[src/rtl/flash_wp_pkg.sv]
package flash_wp_pkg;
  typedef enum logic [2:0] {
    OP_NONE   = 3'd0,
    OP_PROG   = 3'd1,
    OP_SERASE = 3'd2,
    OP_CERASE = 3'd3,
    OP_LOCK   = 3'd4
  } opKind_t;

  typedef struct packed {
    logic wrQual;    // write cycle just survived the glitch filter
    logic pwrReady;  // supply good and hold-off expired
    logic idRead;    // identification read of the lock word
  } ctrlStrobes_t;

  localparam int unsigned ID_LOCK_OFFSET = 2;
endpackage

[src/rtl/flash_wp_ctrl.sv]
module flash_wp_ctrl
  import flash_wp_pkg::*;
#(
  parameter int unsigned OFF_W      = 3,
  parameter int unsigned GLITCH_CYC = 2,
  parameter int unsigned PWRON_CYC  = 1000000
) (
  input  logic               clk,
  input  logic               rstN,
  input  logic               ceN,
  input  logic               weN,
  input  logic               oeN,
  input  logic [OFF_W-1:0]   offset,
  input  logic               supplyOk,
  input  logic               idEnter,
  input  logic               idExit,
  output ctrlStrobes_t       strobes
);
  localparam int unsigned GW = $clog2(GLITCH_CYC + 1);
  localparam int unsigned PW = $clog2(PWRON_CYC + 1);
  localparam logic [GW-1:0] G_LAST = GW'(GLITCH_CYC - 1);
  localparam logic [GW-1:0] G_SAT  = GW'(GLITCH_CYC);
  localparam logic [PW-1:0] P_DONE = PW'(PWRON_CYC);

  logic [GW-1:0] glitchCnt;
  logic [PW-1:0] pwrCnt;
  logic          idMode;
  logic          wrActive;

  assign wrActive = !ceN && !weN && oeN;

  always_ff @(posedge clk) begin
    if (!rstN) begin
      glitchCnt <= '0;
    end else if (!wrActive) begin
      glitchCnt <= '0;
    end else if (glitchCnt != G_SAT) begin
      glitchCnt <= glitchCnt + 1'b1;
    end
  end

  always_ff @(posedge clk) begin
    if (!rstN || !supplyOk) begin
      pwrCnt <= '0;
    end else if (pwrCnt != P_DONE) begin
      pwrCnt <= pwrCnt + 1'b1;
    end
  end

  always_ff @(posedge clk) begin
    if (!rstN) begin
      idMode <= 1'b0;
    end else if (idExit) begin
      idMode <= 1'b0;
    end else if (idEnter) begin
      idMode <= 1'b1;
    end
  end

  always_comb begin
    strobes.wrQual   = wrActive && (glitchCnt == G_LAST);
    strobes.pwrReady = supplyOk && (pwrCnt == P_DONE);
    strobes.idRead   = idMode && !ceN && !oeN &&
                       (offset == OFF_W'(ID_LOCK_OFFSET));
  end
endmodule

[src/rtl/flash_wp_data.sv]
module flash_wp_data
  import flash_wp_pkg::*;
#(
  parameter int unsigned NUM_SECTORS = 8,
  parameter int unsigned SEC_W       = 3
) (
  input  logic                   clk,
  input  logic                   rstN,
  input  ctrlStrobes_t           strobes,
  input  logic [2:0]             opKind,
  input  logic [SEC_W-1:0]       sector,
  input  logic                   hvOverride,
  output logic                   startEn,
  output logic                   statusValid,
  output logic                   statusLock,
  output logic [NUM_SECTORS-1:0] lockBits
);
  logic secLocked;
  logic anyLocked;
  logic opAllowed;
  logic doLock;

  assign secLocked = lockBits[sector];
  assign anyLocked = |lockBits;
  assign doLock    = strobes.wrQual && strobes.pwrReady && (opKind == OP_LOCK);

  always_comb begin
    unique case (opKind)
      OP_PROG, OP_SERASE: opAllowed = hvOverride || !secLocked;
      OP_CERASE:          opAllowed = hvOverride || !anyLocked;
      default:            opAllowed = 1'b0;
    endcase
  end

  for (genvar s = 0; s < NUM_SECTORS; s++) begin : g_lock
    always_ff @(posedge clk) begin
      if (!rstN) begin
        lockBits[s] <= 1'b0;
      end else if (doLock && (sector == SEC_W'(s))) begin
        lockBits[s] <= 1'b1;
      end
    end
  end

  always_ff @(posedge clk) begin
    if (!rstN) begin
      startEn     <= 1'b0;
      statusValid <= 1'b0;
      statusLock  <= 1'b0;
    end else begin
      startEn     <= strobes.wrQual && strobes.pwrReady && opAllowed;
      statusValid <= strobes.idRead;
      statusLock  <= strobes.idRead && secLocked;
    end
  end
endmodule

[src/rtl/flash_wp_gate.sv]
module flash_wp_gate
  import flash_wp_pkg::*;
#(
  parameter int unsigned NUM_SECTORS = 8,
  parameter int unsigned OFF_W       = 3,
  parameter int unsigned GLITCH_CYC  = 2,
  parameter int unsigned PWRON_CYC   = 1000000,
  localparam int unsigned SEC_W      = (NUM_SECTORS > 1) ? $clog2(NUM_SECTORS) : 1,
  localparam int unsigned AW         = SEC_W + OFF_W
) (
  input  logic                   clk,
  input  logic                   rstN,
  input  logic                   ceN,
  input  logic                   weN,
  input  logic                   oeN,
  input  logic [AW-1:0]          addr,
  input  logic [2:0]             opKind,
  input  logic                   idEnter,
  input  logic                   idExit,
  input  logic                   supplyOk,
  input  logic                   hvOverride,
  output logic                   startEn,
  output logic                   statusValid,
  output logic                   statusLock,
  output logic [NUM_SECTORS-1:0] lockBits
);
  ctrlStrobes_t strobes;

  flash_wp_ctrl #(
    .OFF_W(OFF_W), .GLITCH_CYC(GLITCH_CYC), .PWRON_CYC(PWRON_CYC)
  ) u_ctrl (
    .clk(clk), .rstN(rstN), .ceN(ceN), .weN(weN), .oeN(oeN),
    .offset(addr[OFF_W-1:0]), .supplyOk(supplyOk),
    .idEnter(idEnter), .idExit(idExit), .strobes(strobes)
  );

  flash_wp_data #(
    .NUM_SECTORS(NUM_SECTORS), .SEC_W(SEC_W)
  ) u_data (
    .clk(clk), .rstN(rstN), .strobes(strobes), .opKind(opKind),
    .sector(addr[AW-1:OFF_W]), .hvOverride(hvOverride),
    .startEn(startEn), .statusValid(statusValid),
    .statusLock(statusLock), .lockBits(lockBits)
  );
endmodule

[config.mk]
export PLATFORM = sky130hd
export DESIGN_NAME = flash_wp_gate
export DESIGN_NICKNAME = d
export VERILOG_FILES = /design/src/rtl/flash_wp_pkg.sv /design/src/rtl/flash_wp_ctrl.sv /design/src/rtl/flash_wp_data.sv /design/src/rtl/flash_wp_gate.sv
export SDC_FILE = /design/constraint.sdc
export NUM_CORES = 1
export LEC_CHECK = 0
export BUFFER_PORTS_ARGS = -buffer_cell sky130_fd_sc_hd__buf_2
export CAP_MARGIN = 20
export CORE_MARGIN = 2
export CORE_UTILIZATION = 28
export DETAILED_ROUTE_END_ITERATION = 6
export PLACE_DENSITY = 0.56
export SLEW_MARGIN = 25
export SYNTH_ARGS = -nofsm -noshare
export SYNTH_HDL_FRONTEND = slang
export SYNTH_HIERARCHICAL = 1
export SYNTH_SLANG_ARGS = --single-unit
[constraint.sdc]
create_clock -name clk -period 4.1 [get_ports clk]
set_input_delay 0.205 -clock clk [delete_from_list [all_inputs] [get_ports clk]]
set_output_delay 0.205 -clock clk [all_outputs]
set_load 0.05 [all_outputs]
Word-level counts from Yosys, hierarchy flattened --
Index checks and enable logic that the tools add are counted.
Storage, ports and cells: output and inout bits 11, logic and storage cells 71, input port bits 18, register bits 34
Operators by class: $lt $le $gt $ge 1, muxes and demuxes 3, reductions and logical operators 34, add/sub/neg operators 2, bitwise logic cells 1, equal/unequal tests 16
Operators with widths (number):
- adder 20 x 1 -> 20 bit (second input constant) | 1
- equality test 20 bit (second input constant) | 1
- != test 20 bit (second input constant) | 1
- logical AND 1 bit | 19
- equality test 3 x 2 -> 1 bit (second input constant) | 5
- equality test 3 bit (second input constant) | 5
- OR reduction 8 bit | 1
- logical NOT 1 bit | 7
- equality test 3 x 1 -> 1 bit (second input constant) | 2
- < comparator 3 x 4 -> 1 bit (second input constant) | 1
- OR reduction 2 bit | 2
- binary-select mux 1 bit (select 3 bit) | 1
- logical NOT 3 bit | 1
- logical OR 1 bit | 3
- adder 2 x 1 -> 2 bit (second input constant) | 1
- equality test 2 x 1 -> 1 bit (second input constant) | 1
- != test 2 bit (second input constant) | 1
- case mux 1 bit (2 select lines) | 1
- AND reduction 2 bit | 1
- 2-to-1 mux 1 bit | 1
- inverter 1 bit | 1

Depth between registers and ports, before layout --
word-level depth 7, mapped depth 8, mapped depth without buffers 8

By module --
The synthesis kept the hierarchy.
Modules (own cells, without submodules):
- flash_wp_ctrl | cells each 142, times used 1, area each 1247.4 µm², sequential area each 460.4 µm²
- flash_wp_data | cells each 48, times used 1, area each 548.0 µm², sequential area each 220.2 µm²

Least setup slack after synthesis --
No wires, ideal clock.
path kind register to register, start point register u_ctrl.pwrCnt[0], end point register u_data.lockBits[2], data arrival time 1.904 ns, path buffers 0, setup slack 2.137 ns, clock period less this slack 1.963 ns, library setup time 0.059 ns, required time 4.041 ns, cell stages (with the launch flop) 9, path through dfxtp_1 inv_1 ha_1 or4b_4 nor3_1 and3_1 and4bb_2 and4b_2 o21a_1
RTL lines:
- start, declared | line flash_wp_ctrl.sv:26 | logic [PW-1:0] pwrCnt;
- start signal, assigned | line flash_wp_ctrl.sv:46 | pwrCnt <= pwrCnt + 1'b1;
- end signal, assigned by index | line flash_wp_data.sv:38 | lockBits[s] <= 1'b0;
- end signal, assigned by index | line flash_wp_data.sv:40 | lockBits[s] <= 1'b1;
- end, declared | line flash_wp_data.sv:16 | output logic [NUM_SECTORS-1:0] lockBits

==> out/qor.txt <==
Status: finished clean
Area contributors post-synth: dfxtp_1 (38%), nor2_1 (4.0%), xor2_1 (3.4%), nand3_1 (3.1%), ha_1 (2.8%)
Relative max-transition margin: 50.6%
Die area: 7070 um2
Detailed Route WL: 3620 um
Clock Sinks: 34
Critical Path Sink Type: flop
Longest Clk Path Bufs: 2
Via count: 1470
Post-cts sizing count: 0
Synth unique cells: 52
Critical path class: reg2reg
DP HPWL: 2700 um
EDFF count, synth: 0
Worst-Margin Slew: 739 ps
Fmax: 472 MHz
Share of layout cells above drive strength 1: 25.7%
Post-synthesis sequential area ratio: 37.9%
Post-CTS Setup Repair Bufs: 0
Nets: 240
Num CTS Buffers: 5
Setup violations, final: 0
Post-route ant nets: 0
Tot GR Track Use: 11.3%
GP Congestion: 0.738
Crit path DAT: 2350 ps
Via count of the first global-routing pass: 1379
Power density cells: 323 nW/um2
Gr ovfl total: 0
Syn-to-layout area delta: 16.1%
# rows: 29
Initial Utilization: 28.6%
Clock tree from TritonCTS: done
Core Footprint: 6280 um2
Finished Core Util: 33.2%
Number of max-cap violations: 0
H-tree depth: 2
Top-count cell post-synth: dfxtp_1
Layout Skew: 7.73 ps
# IOs: 29
Synthesized flop and latch total: 34
Hold Path Class: in2reg
Area leader, netlist: dfxtp_1
Top cells by count, synth: dfxtp_1 (34), nor2_1 (19), nand2_1 (11), nand3_1 (11), a21oi_1 (8)
P_leak: 0.828 nW
Cts hold-fix bufs: 0
Max Transition Viols Final: 0
Ant diodes: 0
Synth async-reset ratio: 0%
CTS root buffer: clkbuf_8
Total negative slack: 0 ps
Critical path peak fanout: 8
CTS clock-pin slew for the worst setup and hold paths: 70 ps
Largest net degree at the start of global routing: 21
Critical path startpoint category: flop
Tmin final: 2120 ps
Syn_nets: 212
Final hold vios: 0
Antenna violations before repair: 0
Die Ht: 84.1 um
Syn Area/Cell: 9.45 um2
Syn Std Cell Area: 1800 um2
Detailed Route Iter0 Violations: 64
Post-synth top flop: dfxtp_1
Vias per cell: 4.98
DR WL/cell: 12.3 um
Area share of the largest cell type after synthesis: 37.9%
Worst endpoint required time: 4330 ps
Max VDD drop: 0.000139 V
Fin crit share: 51.6%
Clk_lat worst skew: 280 ps
TritonRoute pass-1 iters: 4
DRC Markers: 0
First-pass GRT wire length: 6510 um
Synthesized instance count: 190
Die X: 84.1 um
IO buf count: 28
Unrepaired setup endpoints after global routing: no
Ys Warns: 6
final cells by class:
class,instances,area (um2)
Sequential cell,34,681
Clock buffer,6,82.6
Multi-Input combinational cell,144,1040
Clock inverter,1,30.0
Timing Repair Buffer,28,140
Fill cell,653,4190
Inverter,5,18.8
Tap cell,77,96.3
cells in the final DEF (no fill, tap or decap), types with 3 or more instances in the layout:
master / n
dfxtp_1: 34
buf_2: 28
nor2_1: 19
nand3_1: 11
nand2_1: 11
a21oi_1: 8
and3_1: 7
xor2_1: 7
clkbuf_8: 6
nand4_1: 6
nor2b_1: 6
inv_1: 5
a41oi_1: 5
xnor2_1: 4
nor4_1: 4
ha_1: 4
and4b_2: 4
o21a_1: 4
nor3_1: 3
stage by stage:
step | power, mW | hold slack, ps | area [um2] | setup WS (ps) | cells
after floorplan | 0.362 | 281 | 1800 | 2140 | 190
after global placement | 0.375 | 370 | 1970 | 2010 | 288
after detailed placement | 0.375 | 370 | 1970 | 1990 | 288
after CTS | 0.684 | 67.0 | 2080 | 1970 | 295
after global routing | 0.704 | 78.4 | 2080 | 1780 | 295
final | 0.674 | 77.0 | 2080 | 1980 | 295
final timing paths:
check | from | to | slack (ps) | cells after the start
hold reg to reg | u_ctrl/idMode | u_ctrl/idMode | 500 | 2
hold / removal | idExit | u_ctrl/idMode | 80 | 2
setup reg to reg | u_ctrl/pwrCnt[0] | u_data/lockBits[3] | 1980 | 8
setup / recovery | u_ctrl/pwrCnt[0] | u_data/lockBits[3] | 1980 | 8
state kept, by name, summed over array words and instances (netlist names):
name	count
u_ctrl/pwrCnt	20
u_data/lockBits	8
u_ctrl/glitchCnt	2
u_ctrl/idMode	1
u_data/startEn	1
u_data/statusLock	1
u_data/statusValid	1
critical path, cell delays in order (launching register included):
cell and delay (ps):
dfxtp_1 340, inv_1 110, ha_1 150, or4b_4 490, nor3_1 130, and3_1 190, and4bb_2 330, and4b_2 240
o21a_1 100
power breakdown:
part           switching [mW]  total, mW  internal, mW
logic                  0.0184     0.0336        0.0152
registers             0.00166      0.334         0.332
clock network           0.112      0.307         0.194
per-layer routing:
metal	vias to the layer above	global-route usage (%)	share of wire [%]
met1	673	15.0	49
met3	7	2.87	4.8
met5	-	0	0
met4	0	4.84	1.7
met2	29	17.3	44
li1	761	-	-
cell families after synthesis:
logic type | synth area share [%]
buffers and inverters | 4.39
and+or+nand+nor | 32.2
muxes | 3.55
AOI/OAI and AO/OA | 13.8
adders and majority gates | 2.79
xor gates and xnor gates | 5.37
DFF | 37.9
No activity file was read; power rests on OpenSTA's default activity.
